[src/rtl/mlg_split_pkg.sv]
package mlg_split_pkg;
  localparam int BLK_W   = 66;
  localparam int BYTE_W  = 8;
  localparam int PAY_BYTES = (BLK_W - 2) / BYTE_W;
  localparam int NUM_SIG = 10;

  typedef logic [BLK_W-1:0]  blk_t;
  typedef logic [BYTE_W-1:0] byte_t;
  typedef logic [3*BYTE_W-1:0] tag_t;   // {M0, M1, M2}

  localparam logic [1:0] SYNC_CTRL = 2'b10;

  // Fixed identifier for sub-lane (sig, sub).
  function automatic tag_t lane_tag(input int sig, input int sub);
    tag_t t;
    case (sig * 2 + sub)
      0:  t = 24'h80B4AF;  1:  t = 24'h29851D;
      2:  t = 24'h112AD8;  3:  t = 24'hBF7E4D;
      4:  t = 24'h7C3F1C;  5:  t = 24'hEE8BBA;
      6:  t = 24'hD18725;  7:  t = 24'hD00239;
      8:  t = 24'h6DFE11;  9:  t = 24'hA1D2AB;
      10: t = 24'h0EC63C;  11: t = 24'h987807;
      12: t = 24'h1BBFA0;  13: t = 24'h3190C3;
      14: t = 24'h0D9A46;  15: t = 24'h9F08B6;
      16: t = 24'hBB559D;  17: t = 24'hA805FC;
      18: t = 24'h04A194;  default: t = 24'h0772DB;
    endcase
    return t;
  endfunction

  // Interleaved parity contribution of one block.
  function automatic byte_t blk_parity(input blk_t b);
    byte_t p;
    p = '0;
    for (int k = 0; k < PAY_BYTES; k++) p ^= b[2 + BYTE_W*k +: BYTE_W];
    p[3] ^= b[0];
    p[4] ^= b[1];
    return p;
  endfunction

  function automatic blk_t build_marker(input tag_t tag, input byte_t bip);
    byte_t m0, m1, m2;
    m0 = tag[23:16];
    m1 = tag[15:8];
    m2 = tag[7:0];
    return {~bip, ~m2, ~m1, ~m0, bip, m2, m1, m0, SYNC_CTRL};
  endfunction
endpackage

[src/rtl/deal_ctrl.sv]
module deal_ctrl (
  input  logic clk,
  input  logic rst_n,
  input  logic in_valid,
  input  logic mark_now,
  output logic in_ready,
  output logic take_mark,
  output logic [1:0] take_data
);
  logic sel_q, sel_d;
  logic accept;

  always_comb begin
    in_ready  = ~mark_now;
    accept    = in_valid & ~mark_now;
    take_mark = mark_now;
    take_data = 2'b00;
    take_data[sel_q] = accept;
    sel_d = accept ? ~sel_q : sel_q;
  end

  always_ff @(posedge clk or negedge rst_n) begin
    if (!rst_n) sel_q <= 1'b0;
    else if (accept) sel_q <= sel_d;
  end

  // at most one sub-lane takes a data block per cycle
  assert_single_take_R2: assert property (@(posedge clk) disable iff (!rst_n)
    $onehot0(take_data));

  // a marker never moves the lane selection
  assert_mark_keeps_sel_R3: assert property (@(posedge clk) disable iff (!rst_n)
    mark_now |=> $stable(sel_q));
endmodule

[src/rtl/split_lane.sv]
module split_lane
  import mlg_split_pkg::*;
#(
  parameter int SIG_IDX = 0,
  parameter int SUB_IDX = 0
) (
  input  logic clk,
  input  logic rst_n,
  input  logic take_data,
  input  logic take_mark,
  input  blk_t data_in,
  output blk_t out_blk,
  output logic out_vld
);
  localparam tag_t TAG = lane_tag(SIG_IDX, SUB_IDX);

  byte_t acc_q, acc_d;
  blk_t  blk_d, mark_blk;
  logic  vld_d, blk_en;

  always_comb begin
    mark_blk = build_marker(TAG, acc_q);
    blk_en   = take_data | take_mark;
    vld_d    = blk_en;
    blk_d    = take_mark ? mark_blk : data_in;
    if (take_mark)      acc_d = blk_parity(mark_blk);
    else if (take_data) acc_d = acc_q ^ blk_parity(data_in);
    else                acc_d = acc_q;
  end

  always_ff @(posedge clk or negedge rst_n) begin
    if (!rst_n) begin
      acc_q   <= '0;
      out_vld <= 1'b0;
      out_blk <= '0;
    end else begin
      acc_q   <= acc_d;
      out_vld <= vld_d;
      if (blk_en) out_blk <= blk_d;
    end
  end

  // valid only when this lane was handed something
  assert_lane_valid_R10: assert property (@(posedge clk) disable iff (!rst_n)
    !(take_data || take_mark) |=> !out_vld);

  // a handed data block appears unchanged
  assert_data_pass_R2: assert property (@(posedge clk) disable iff (!rst_n)
    (take_data && !take_mark) |=> (out_vld && out_blk == $past(data_in)));
endmodule

[src/rtl/mlg_pair_splitter.sv]
module mlg_pair_splitter
  import mlg_split_pkg::*;
#(
  parameter int SIG_IDX = 0
) (
  input  logic        clk,
  input  logic        rst_n,
  input  logic [65:0] in_blk,
  input  logic        in_valid,
  output logic        in_ready,
  input  logic        mark_now,
  output logic [65:0] lane0_blk,
  output logic        lane0_vld,
  output logic [65:0] lane1_blk,
  output logic        lane1_vld
);
  logic       take_mark;
  logic [1:0] take_data;
  blk_t [1:0] lane_blk;
  logic [1:0] lane_vld;

  deal_ctrl u_deal (
    .clk       (clk),
    .rst_n     (rst_n),
    .in_valid  (in_valid),
    .mark_now  (mark_now),
    .in_ready  (in_ready),
    .take_mark (take_mark),
    .take_data (take_data)
  );

  for (genvar g = 0; g < 2; g++) begin : g_lane
    split_lane #(.SIG_IDX(SIG_IDX), .SUB_IDX(g)) u_lane (
      .clk       (clk),
      .rst_n     (rst_n),
      .take_data (take_data[g]),
      .take_mark (take_mark),
      .data_in   (in_blk),
      .out_blk   (lane_blk[g]),
      .out_vld   (lane_vld[g])
    );
  end

  assign lane0_blk = lane_blk[0];
  assign lane1_blk = lane_blk[1];
  assign lane0_vld = lane_vld[0];
  assign lane1_vld = lane_vld[1];

  // a strobe yields markers with control sync on both lanes
  assert_mark_both_R4: assert property (@(posedge clk) disable iff (!rst_n)
    mark_now |=> (lane0_vld && lane1_vld &&
                  lane0_blk[1:0] == SYNC_CTRL && lane1_blk[1:0] == SYNC_CTRL));

  // both lanes valid together only after a strobe
  assert_both_only_mark_R4: assert property (@(posedge clk) disable iff (!rst_n)
    !mark_now |=> !(lane0_vld && lane1_vld));

  // an accepted block yields exactly one valid lane
  assert_one_lane_R2: assert property (@(posedge clk) disable iff (!rst_n)
    (in_valid && in_ready) |=> (lane0_vld ^ lane1_vld));

  // marker inverse parity byte
  assert_inv_parity_R8: assert property (@(posedge clk) disable iff (!rst_n)
    mark_now |=> (lane0_blk[65:58] == ~lane0_blk[33:26] &&
                  lane1_blk[65:58] == ~lane1_blk[33:26]));
endmodule

[config.mk]
export PLATFORM = sky130hd
export DESIGN_NAME = mlg_pair_splitter
export DESIGN_NICKNAME = d
export VERILOG_FILES = /design/src/rtl/mlg_split_pkg.sv /design/src/rtl/deal_ctrl.sv /design/src/rtl/split_lane.sv /design/src/rtl/mlg_pair_splitter.sv
export SDC_FILE = /design/constraint.sdc
export NUM_CORES = 1
export LEC_CHECK = 0
export BUFFER_PORTS_ARGS = -buffer_cell sky130_fd_sc_hd__buf_2
export CORE_MARGIN = 4
export CORE_UTILIZATION = 35
export CTS_CLUSTER_DIAMETER = 200
export DETAILED_ROUTE_END_ITERATION = 16
export PLACE_DENSITY = 0.55
export SYNTH_ARGS = -nofsm -noshare
export SYNTH_HDL_FRONTEND = slang
export SYNTH_HIERARCHICAL = 1
export SYNTH_SLANG_ARGS = --single-unit
[constraint.sdc]
create_clock -name clk -period 2.4 [get_ports clk]
set_clock_uncertainty 0.15 [all_clocks]
set_input_delay 0.24 -clock clk [delete_from_list [all_inputs] [get_ports clk]]
set_output_delay 0.24 -clock clk [all_outputs]
set_load 0.01 [all_outputs]
Word level (Yosys, flattened, before mapping)
Index checks and enable logic that the tools add are counted.
{"block": "word_totals", "out_inout_bits": 135, "input_bits": 70, "ff_bits": 151, "wordCells": 51}
{"block": "op_classes", "mux": 8, "bitwise_logic": 31, "n_lt_le_gt_ge": 2, "n_reduce_logical": 3}
{"op": "two-way mux 66 bit", "n": 2}
{"op": "bitwise XOR 8 bit", "n": 11}
{"op": "two-way mux 8 bit", "n": 4}
{"op": "inverter 8 bit", "n": 2}
{"op": "inverter 5 bit", "n": 3}
{"op": "inverter 4 bit", "n": 3}
{"op": "inverter 7 bit", "n": 1}
{"op": "inverter 1 bit", "n": 4}
{"op": "nonzero test 2 bit", "n": 2}
{"op": "AND 2 bit", "n": 1}
{"op": "< comparator 1 x 2 -> 1 bit (second input constant)", "n": 1}
{"op": "inverter 2 bit", "n": 1}
{"op": "bitwise OR 1 bit", "n": 2}
{"op": "bitwise XOR 1 bit", "n": 2}
{"op": "AND 1 bit", "n": 1}
{"op": "demux 1 bit (select 1 bit)", "n": 1}
{"op": "greater-or-equal comparator 1 bit (second input constant)", "n": 1}
{"op": "logical AND 1 bit", "n": 1}
{"op": "two-way mux 1 bit", "n": 1}

Logic depth before layout (Yosys ltp)
Gate-level depths: netlist of the first run.
{"block": "logic_depth", "ltp_word": 11, "mapped_depth": 7, "mapped_depth_nobuf": 5}

Modules after synthesis
Netlist of the first run, hierarchy kept.
{"mod": "split_lane at g_lane[1].u_lane", "cells_each": 318, "area_per_inst_um2": 3672.3, "n_inst": 1}
{"mod": "split_lane at g_lane[0].u_lane", "cells_each": 318, "area_per_inst_um2": 3654.8, "n_inst": 1}
{"mod": "deal_ctrl", "cells_each": 7, "area_per_inst_um2": 76.3, "n_inst": 1}

Worst setup path before layout of the first run
Ideal clock, no wire load.
{"block": "synth_path", "path_type": "reg2reg", "from": "reg u_deal.sel_q", "to": "reg g_lane[0].u_lane.out_blk[10]", "slack_ns": 0.696, "synth_period_minus_slack_ns": 1.704, "setup_ns": 0.132, "arrival_ns": 1.422, "path_stages_with_launch": 7, "path_cell_list": "dfrtp_1 > nor2_1 > buf_2 > buf_2 > buf_2 > mux2i_1 > nor2_1"}
{"block": "synth_via", "elab_chain_len": 6, "elab_cells_between_ends": 7, "classes_between": "order compare: 2; mux: 2; bitwise: 2; reduce/logical: 1"}
{"element": "start: declaration", "line_no": "deal_ctrl.sv:10", "rtl": "logic sel_q, sel_d;"}
{"element": "start signal: assignment", "line_no": "deal_ctrl.sv:24", "rtl": "else if (accept) sel_q <= sel_d;"}
{"element": "< comparator 1 x 2 -> 1 bit (implied by the code) or greater-or-equal comparator 1 bit (tied branches)", "line_no": "deal_ctrl.sv:18", "rtl": "take_data[sel_q] = accept;"}
{"element": "logical AND 1 bit (implied by the code)", "line_no": "deal_ctrl.sv:18"}
{"element": "two-way mux 1 bit (implied by the code)", "line_no": "deal_ctrl.sv:18"}
{"element": "demux 1 bit (select 1 bit) *"}
{"element": "AND 2 bit (no source line) *"}
{"element": "via take_data[0]", "line_no": "mlg_pair_splitter.sv:18", "rtl": "logic [1:0] take_data;"}
{"element": "bitwise OR 1 bit *", "line_no": "split_lane.sv:23", "rtl": "blk_en = take_data | take_mark;"}
{"element": "end signal: assignment", "line_no": "split_lane.sv:39", "rtl": "if (blk_en) out_blk <= blk_d;"}
{"element": "end: declaration", "line_no": "split_lane.sv:12", "rtl": "output blk_t out_blk,"}
The timed path passes the listed nets; every way through them passes the cells marked *.
A chain may end at the register's enable or synchronous reset.

Worst setup path in the final report of the first run
{"block": "layout_path", "from": "in in_valid", "to": "reg g_lane[0].u_lane.acc_q[2]"}
{"block": "layout_via", "elab_chain_len": 3}
{"element": "start: declaration", "line_no": "mlg_pair_splitter.sv:9", "rtl": "input logic in_valid,"}
{"element": "AND 1 bit", "line_no": "deal_ctrl.sv:15", "rtl": "accept = in_valid & ~mark_now;"}
{"element": "AND 2 bit (no source line)"}
{"element": "via take_data[0]", "line_no": "mlg_pair_splitter.sv:18"}
{"element": "nonzero test 2 bit (no source line)"}
{"element": "end signal: assignment", "line_no": "split_lane.sv:33", "rtl": "acc_q <= '0;"}
{"element": "end signal: assignment", "line_no": "split_lane.sv:37", "rtl": "acc_q <= acc_d;"}
{"element": "end: declaration", "line_no": "split_lane.sv:17", "rtl": "byte_t acc_q, acc_d;"}
The timed path passes the listed nets, and every way through them passes these cells.

==> metrics, run 1 <==
clock root cell clkbuf_16; full die area 0.0235 mm^2; Synth Warn # 6; switching share of power 0.296; cts repair resizes 0; ANT cells 0; CTS tree done; # DRC 0; H-tree depth 4; vias per cell 4.83; clk sinks 151; share of cells above drive strength 1 0.315; drt initial violations 236; register area share after synthesis 0.510; Post-CTS Setup Inserts 0; total grt overflow 0; Worst Setup End Kind flop; Data arrival, critical path 2.21 ns; area growth from synthesis to final layout 27.9%; Filler cells 1969; status complete, no violations; Flop pwr share 0.390; Worst setup SP type input port; clk_lat worst skew 0.42 ns; CTS max path bufs 2; Die Width 153 um; WS Path Type in -> reg; Hold Crit Class in -> reg; Comb pwr share 0.251; post-synth top area cell dfrtp_1; post-synthesis cell type count 30; CP required 2.58 ns; detailed-router iteration count before antenna repair 4; slew margin rel. 0.501; Netlist Area Pre-Place 0.00740 mm^2; Peak VDD IR 492 uV; Worst-Margin Slew 0.749 ns; syn_area_per_cell 11.5 um^2; total track usage 0.179; Port-buffer cells 204; P_leak 4.07 nW; Max Transition Viols Final 0; crit share post-route 0.849; largest net degree at the start of global routing 171; total wire length 21100 um; Max FO, Critical Path 14; syn nets 713; number of synthesized register bits 151; Final #Nets 916; DP Wirelength 14400 um; Clock Power Share 0.359; pwr/cell area 834 mW/mm^2; max-cap violations 0; setup TNS 0 ns; I/O pins 205; Psw 2.34 mW; top cells by area, synth dfrtp_1, xnor2_1, mux2i_1; min cycle time layout 2.04 ns; core footprint 0.0205 mm^2; first-pass GRT wire length 33200 um; RSZ-0062 raised after global routing false; post-route ant nets 0; Hold Fails Final Rpt 0; Final setup viols 0; Rows 52; initial antenna violation count 1; die height 153 um; Hold WS 0.00922 ns; Cells after Synth 643; gpl congestion 0.750; via count 5450; share of the synthesized area in the top cell type 0.510; Cell Int Power 5.56 mW; vias in the first global route 5705; cts bufs inserted 17; WL/cell 18.7 um; Starting Density 0.361; Max Fclk 491 MHz; clock-pin slew on the worst setup and hold paths 0.06 ns
-- area by class of cell --
class	count	area (um^2)	share of cell area
inverters	3	11.3	0.00119
clock inverters	11	145	0.0153
well taps	270	338	0.0357
flip-flops and latches	151	3780	0.399
clock buffers	21	480	0.0508
multi-input cells	448	3440	0.363
repair buffers	225	1270	0.135
-- cell usage after synthesis --
cell type  instances
or2_2              2
buf_2              9
a31oi_1            2
nor2_1            53
a31o_1             2
a211o_1           50
dfrtp_1          151
a21oi_1           14
and3_1             1
and2_1            50
or3_1             12
nor2b_1            2
inv_1              1
xor2_1            28
xnor2_2            3
buf_1              4
nand2b_1           2
clkbuf_1          24
xnor3_1            4
mux2_2            16
nand2_1           16
buf_4              2
nand2b_4           1
mux2i_1           66
xnor2_1           78
a211oi_1           2
o21a_1            16
o21ai_0           28
clkinv_1           2
buf_6              2
-- cells in the final DEF, fill, tap and decap left out, types with 2 or more instances in the layout --
cell / instances
buf_2: 202
dfrtp_1: 151
xnor2_1: 78
mux2i_1: 66
nor2_1: 52
and2_1: 50
a211o_1: 50
o21ai_0: 28
xor2_1: 28
clkbuf_16: 17
nand2_1: 16
mux2_2: 16
o21a_1: 16
a21oi_1: 14
or3_1: 12
dlygate4sd3_1: 10
buf_4: 7
buf_12: 5
clkbuf_8: 4
xnor3_1: 4
bufinv_16: 3
clkinvlp_4: 3
clkinv_2: 3
xnor2_2: 3
or2_2: 2
clkinv_1: 2
nor2b_1: 2
a211oi_1: 2
a31oi_1: 2
nand2b_1: 2
a31o_1: 2
-- kinds of logic (layout without fill, tap and decap cells) --
group                  Yosys count  count (layout)  share of synthesized area
multiplexers                    82              82                      0.114
AO/OA/AOI/OAI                  114             114                      0.110
AND/OR/NAND/NOR                139             139                     0.0951
buffers and inverters           44             260                     0.0269
flip-flops                     151             151                      0.510
XOR/XNOR                       113             113                      0.144
-- worst max-delay path, stage by stage --
cell and delay [ns]:
dlygate4sd3_1 0.52, buf_2 0.13, nand2b_4 0.07, nor2_4 0.13, clkinv_1 0.45, or3_1 0.51
a21oi_1 0.16
-- per-layer routing --
layer | GRT usage | wire [um]
met4 | 0.0433 | 245
met1 | 0.234 | 9510
met5 | 0 | 11
met2 | 0.291 | 10000
met3 | 0.0582 | 1330
-- power by group through the flow --
| stage | sequential, mW | combinational (mW) | clock, mW |
|---|---|---|---|
| CTS | 3.08 | 2.02 | 2.89 |
| global route | 3.12 | 2.18 | 3.01 |
| finish | 3.08 | 1.98 | 2.84 |
| detailed placement | 3.12 | 2.00 | 0 |
| global placement | 3.12 | 1.99 | 0 |
| floorplan | 3.24 | 1.10 | 0 |
-- worst paths after layout --
check / start / slack, ns / endpoint / depth (start not counted)
min: in_blk[42] / 0.009 / g_lane[1].u_lane/out_blk[42] / 3
max: in_valid / 0.36 / g_lane[0].u_lane/acc_q[2] / 7
max reg2reg: u_deal/sel_q / 0.43 / g_lane[0].u_lane/acc_q[2] / 4
max in group asynchronous: rst_n / 1.18 / g_lane[0].u_lane/acc_q[1] / 3
min in group asynchronous: rst_n / 0.17 / g_lane[0].u_lane/out_blk[21] / 2
min reg2reg: g_lane[1].u_lane/out_blk[43] / 0.34 / g_lane[1].u_lane/out_blk[43] / 1
-- per-stage QoR --
step	total power, mW	std cells	setup slack [ns]	area [um^2]	utilization
after CTS	7.99	1129	0.373	9470	0.462
final	7.89	1129	0.363	9470	0.462
after detailed placement	5.12	1087	0.394	8740	0.426
after global routing	8.30	1129	0.257	9470	0.462
after floorplan	4.33	643	0.696	7400	-
after global placement	5.11	1087	0.388	8740	0.426
-- timing repair --
item | 4_1_cts | 5_1_grt
endpoints found under the setup margin | 0 | 0
hold endpoints to repair | 63 | 0
hold buffers | 10 | 0
-- sequential cells by signal (all words and copies together), names as in the netlist --
| signal | count |
|---|---|
| g_lane.u_lane/out_blk | 132 |
| g_lane.u_lane/acc_q | 16 |
| g_lane.u_lane/out_vld | 2 |
| u_deal/sel_q | 1 |
Power figures use the tool's default switching activity.
==> run 2: changes to the inputs <==
--- a/config.mk
+++ b/config.mk
@@ -5,6 +5,7 @@
 export SDC_FILE = /design/constraint.sdc
 export NUM_CORES = 1
 export LEC_CHECK = 0
+export ABC_AREA = 1
 export BUFFER_PORTS_ARGS = -buffer_cell sky130_fd_sc_hd__buf_2
 export CORE_MARGIN = 4
 export CORE_UTILIZATION = 35
==> constraint.sdc (replaced) <==
create_clock -name clk -period 2.1 [get_ports clk]
set_clock_uncertainty 0.15 [all_clocks]
set_input_delay 0.21 -clock clk [delete_from_list [all_inputs] [get_ports clk]]
set_output_delay 0.21 -clock clk [all_outputs]
set_load 0.01 [all_outputs]
==> run 2 against run 1 <==
Against the previous run:
- critical path depth rose by 3
- total power rose by 1.7%
- flip-flop and latch count did not move
- first-iteration DRC count rose by 29%
- register-to-register slack got worse by 0.04 ns
- sequential share of layout area fell by 4.3 points
- largest cell class unchanged
- combinational power fell by 16%
- final area rose by 12%
- die area rose by 6.4%
- non-clock buffer count rose by 71
==> metrics, run 2 <==
CTS max path bufs 2; design area 0.0106 mm^2; most frequent cell after synthesis nand2_1; slowest stage delay, CP 0.56 ns; Crit-path slowest cell dlygate4sd3_1; most common library cell in the layout ignoring fill and taps nand2_1; total wire length 23400 um; switching share of power 0.295; Max Transition Viols Final 0; # DRC 0; max-cap violations 0; placed insts 1467; syn nets 1060; total grt overflow 0; area growth from synthesis to final layout 34.4%; Worst Setup End Kind flop; share of the synthesized area in the top cell type 0.478; GR peak layer met2; Hold Fails Final Rpt 0; drt initial violations 305; cells along the critical path dlygate4sd3_1, buf_2, nand2_2, nor2_1, nor2_4, inv_2, buf_4, nand3_1, nor2b_1, nor2_1; fin util 0.482; detailed-router iteration count before antenna repair 5; Post-CTS Setup Inserts 0; core footprint 0.0220 mm^2; Flop pwr share 0.410; share of cells above drive strength 1 0.268; cts bufs inserted 17; Hold Crit Class in -> reg; total track usage 0.191; pwr/cell area 757 mW/mm^2; Synth Flop Type dfrtp_1; clock root cell clkbuf_16; first-pass GRT wire length 37600 um; Post-DP Area 0.00934 mm^2; Die Width 158 um; Comb pwr share 0.206; Final setup viols 0; Worst setup SP type input port; clk sinks 151; Starting Density 0.359; total power 8.03 mW; Worst-Margin Slew 0.501 ns; min cycle time layout 1.76 ns; Synth top cells by count nand2_1, dfrtp_1, inv_1; Largest register FFs 132; full die area 0.0250 mm^2; GR Util met1 0.254; top cells by area, synth dfrtp_1, nand2_1, inv_1; Cell Int Power 5.66 mW; FFs w/ async S/R, synth 1.00; die height 158 um; crit share post-route 0.836; most frequent cells in the layout nand2_1, buf_2, dfrtp_1; via count 7289; syn_area_per_cell 7.98 um^2; post-synthesis cell type count 28; Psw 2.37 mW; CTS tree done; clock-pin slew on the worst setup and hold paths 0.06 ns; I/O pins 205; Clock Power Share 0.384; number of synthesized register bits 151; Synth Warn # 6; post-synth top area cell dfrtp_1; slew margin rel. 0.666; Peak VDD IR 449 uV; gpl congestion 0.805; Rows 54; Max FO, Critical Path 21; H-tree depth 4; M2 GR Usage 0.325; Netlist Area Pre-Place 0.00790 mm^2; DP Wirelength 17000 um; WS Path Type in -> reg; CP most frequent cell nor2_1; Largest regs g_lane.u_lane/out_blk (132), g_lane.u_lane/acc_q (16), g_lane.u_lane/out_vld (2); RSZ-0062 raised after global routing false; initial antenna violation count 1; Data arrival, critical path 1.96 ns; Port-buffer cells 204; register area share after synthesis 0.478; WL/cell 14.9 um; post-route ant nets 0; fin cells 1568; reg2reg setup slack 0.39 ns; GR Layer Usage met3 0.0301; clk_lat worst skew 0.41 ns; vias per cell 4.65; status complete, no violations; setup TNS 0 ns; vias in the first global route 7189; largest register by flop count g_lane.u_lane/out_blk; Final #Nets 1344; Cells after Synth 990; Max Fclk 569 MHz; P_leak 5.54 nW; largest net degree at the start of global routing 50; Post-synth EDFFs 0; CP required 2.30 ns
[run 2: through the flow]
step / setup WS (ns) / hold WS (ns)
2_1_floorplan: 0.644 / -0.236
3_3_place_gp: 0.384 / 0.0527
3_5_place_dp: 0.357 / 0.0490
4_1_cts: 0.362 / 0.0463
5_1_grt: 0.212 / 0.0767
6_report: 0.344 / 0.0750
[run 2: worst paths after layout]
check / start / end / depth (start not counted)
max: in_valid / g_lane[1].u_lane/acc_q[2] / 10
min: mark_now / u_deal/sel_q / 4
max reg2reg: u_deal/sel_q / g_lane[0].u_lane/acc_q[1] / 10
min reg2reg: u_deal/sel_q / u_deal/sel_q / 2
max in group asynchronous: rst_n / g_lane[0].u_lane/acc_q[2] / 3
min in group asynchronous: rst_n / g_lane[1].u_lane/out_blk[13] / 2
[run 2: logic make-up (layout without fill, tap and decap cells)]
logic type	count (synthesis)	count (layout)	synth area share
other cells	0	1	0
flops	151	151	0.478
compound gates	144	144	0.113
simple gates	500	500	0.287
xor+xnor	24	24	0.0304
buf+inv	171	468	0.0911
[run 2: critical path, delay by kind of cell]
kind | cells | cell delay (ns)
buf+inv | 4 | 1.05
simple gates | 6 | 0.69
[run 2: what timing repair did]
| item | in CTS | in global routing |
|---|---|---|
| gates resized for setup | 0 | 0 |
| endpoints found under the hold margin | 234 | 0 |
| hold buffers | 68 | 0 |
[run 2: layout make-up]
cell class	count	area [um^2]
clock inverter	11	120
antenna	1	2.50
sequential	151	3780
clock buffer	21	470
tap	280	350
multi-input combinational	668	3400
inverter	140	528
fill	2226	11400
timing repair buffer	296	1960
[run 2: layer usage]
| layer | share of wire | up-vias | routed length, um |
|---|---|---|---|
| li1 | - | 3714 | - |
| met3 | 0.040 | 19 | 938 |
| met5 | 0 | - | 0 |
| met2 | 0.48 | 170 | 11300 |
| met4 | 0.013 | 0 | 299 |
| met1 | 0.46 | 3386 | 10900 |
[run 2: power groups by stage]
| stage | registers, mW | clock network [mW] | logic, mW |
|---|---|---|---|
| after floorplan | 3.41 | 0 | 0.844 |
| after global placement | 3.34 | 0 | 1.56 |
| after detailed placement | 3.34 | 0 | 1.58 |
| after CTS | 3.29 | 3.17 | 1.69 |
| after global routing | 3.32 | 3.30 | 1.88 |
| final | 3.29 | 3.08 | 1.66 |
==> run 3: changes to the inputs <==
--- a/config.mk
+++ b/config.mk
@@ -5,7 +5,7 @@
 export SDC_FILE = /design/constraint.sdc
 export NUM_CORES = 1
 export LEC_CHECK = 0
-export ABC_AREA = 1
+export ABC_AREA = 0
 export BUFFER_PORTS_ARGS = -buffer_cell sky130_fd_sc_hd__buf_2
 export CORE_MARGIN = 4
 export CORE_UTILIZATION = 35
==> constraint.sdc (replaced) <==
create_clock -name clk -period 1.75 [get_ports clk]
set_clock_uncertainty 0.15 [all_clocks]
set_input_delay 0.175 -clock clk [delete_from_list [all_inputs] [get_ports clk]]
set_output_delay 0.175 -clock clk [all_outputs]
set_load 0.01 [all_outputs]
==> run 3 against run 2 <==
Against the previous run:
- combinational power up 79%
- die area down 6.0%
- worst setup slack got worse by 0.31 ns
- clock power increased by 18%
- core utilization is 0.96 points higher
- flip-flop and latch count unchanged
- final area decreased by 5.1%
- largest cell class unchanged
- via count is 22% lower
- hold slack lost 0.064 ns
==> metrics, run 3 (synthesized netlist as in run 1, its figures left out) <==
Hold Fails Final Rpt 0; Peak VDD IR 675 uV; cts bufs inserted 17; gpl congestion 0.723; full die area 0.0235 mm^2; max-cap violations 0; total wire length 21900 um; # DRC 0; Port-buffer cells 204; Data arrival, critical path 1.87 ns; I/O pins 205; share of cells above drive strength 1 0.315; pwr/cell area 1070 mW/mm^2; Worst Setup End Kind flop; crit share post-route 0.982; Die Width 153 um; clk sinks 151; fin util 0.492; WL/cell 18.6 um; min cycle time layout 1.72 ns; WS Path Type in -> reg; total grt overflow 0; core footprint 0.0205 mm^2; status complete, no violations; P_leak 4.34 nW; Rows 52; Final #Nets 969; clock-pin slew on the worst setup and hold paths 0.06 ns; pre-CTS setup slack 0.0205 ns; Worst setup SP type input port; design area 0.0101 mm^2; slew margin rel. 0.470; DP Wirelength 15100 um; Max Transition Viols Final 0; largest register by flop count g_lane.u_lane/out_blk; Post-DP Area 0.00885 mm^2; RSZ-0062 raised after global routing true; setup TNS 0 ns; Largest register FFs 132; Largest regs g_lane.u_lane/out_blk (132), g_lane.u_lane/acc_q (16), g_lane.u_lane/out_vld (2); post-route ant nets 0; most frequent cells in the layout buf_2, dfrtp_1, xnor2_1; vias in the first global route 5857; Final setup viols 0; ANT cells 0; H-tree depth 4; die height 153 um; via count 5699; area growth from synthesis to final layout 36.1%; Max FO, Critical Path 4; Starting Density 0.361; CP required 1.90 ns; CTS tree done; drt initial violations 236; detailed-router iteration count before antenna repair 4; Max Fclk 582 MHz; clk_lat worst skew 0.41 ns; largest net degree at the start of global routing 171; most common library cell in the layout ignoring fill and taps buf_2; Worst-Margin Slew 0.796 ns; total power 10.8 mW; CTS max path bufs 2; initial antenna violation count 3; worst setup margin 0.0318 ns; Hold Crit Class in -> reg; clock root cell clkbuf_16; vias per cell 4.83; first-pass GRT wire length 34400 um; total track usage 0.185
-- run 3: cell count changes in the layout (fill, tap and decap cells not counted), moves of 23 or more --
cell     delta
a211o_1    +50
a21oi_1    -48
and2_1     +50
inv_1     -121
mux2i_1    +66
nand2_1   -235
nand2_2    -23
nand3_1    -43
nand3_2    -30
nor2_1     -68
xnor2_1    +58
-- run 3: repair_timing --
action | 4_1_cts | 5_1_grt
endpoints found under the setup margin | 0 | 12
hold buffers | 54 | 0
buffers inserted | 0 | 2
resized for setup | 0 | 13
hold endpoints to repair | 239 | 0
-- run 3: routing by layer --
layer,up-vias,part of all wire,global-route usage
li1,2699,-,-
met1,2831,0.46,0.242
met2,135,0.47,0.297
met3,30,0.054,0.0537
met4,4,0.018,0.0576
met5,-,0.0012,0
-- run 3: layout make-up --
class,count,area (um^2)
multi-input cells,448,3510
inverters,3,15.0
flip-flops and latches,151,3780
clock buffers,24,472
well taps,270,338
repair buffers,278,1860
clock inverters,7,96.3
fillers,1916,10400
-- run 3: through the flow --
stage          std cells  hold WS [ns]
3_3_place_gp        1093       -0.0310
2_1_floorplan        643        -0.271
3_5_place_dp        1093       -0.0325
5_1_grt             1181        0.0125
6_report            1181        0.0107
4_1_cts             1178      0.000638
-- run 3: report_power, final --
group	total (mW)	internal, mW	switching (mW)
combinational	2.97	1.46	1.51
clock	3.62	2.17	1.45
sequential	4.22	3.95	0.268
-- run 3: path summary, 6_finish.rpt --
path	from	endpoint	slack (ns)	cells after the start
setup reg to reg	u_deal/sel_q	g_lane[1].u_lane/out_blk[62]	0.06	4
min in group asynchronous	rst_n	g_lane[0].u_lane/out_blk[14]	0.09	2
setup / recovery	in_blk[5]	g_lane[1].u_lane/acc_q[3]	0.03	7
max in group asynchronous	rst_n	g_lane[0].u_lane/out_blk[47]	0.78	3
hold reg to reg	g_lane[0].u_lane/out_blk[15]	g_lane[0].u_lane/out_blk[15]	0.33	1
hold / removal	in_blk[18]	g_lane[1].u_lane/out_blk[18]	0.01	3
-- run 3: critical path: stages --
cell           delay, ns
dlygate4sd3_1       0.52
buf_2               0.16
xnor2_2             0.18
xnor3_1             0.36
xnor2_2             0.19
a21oi_1             0.09
a31o_1              0.18
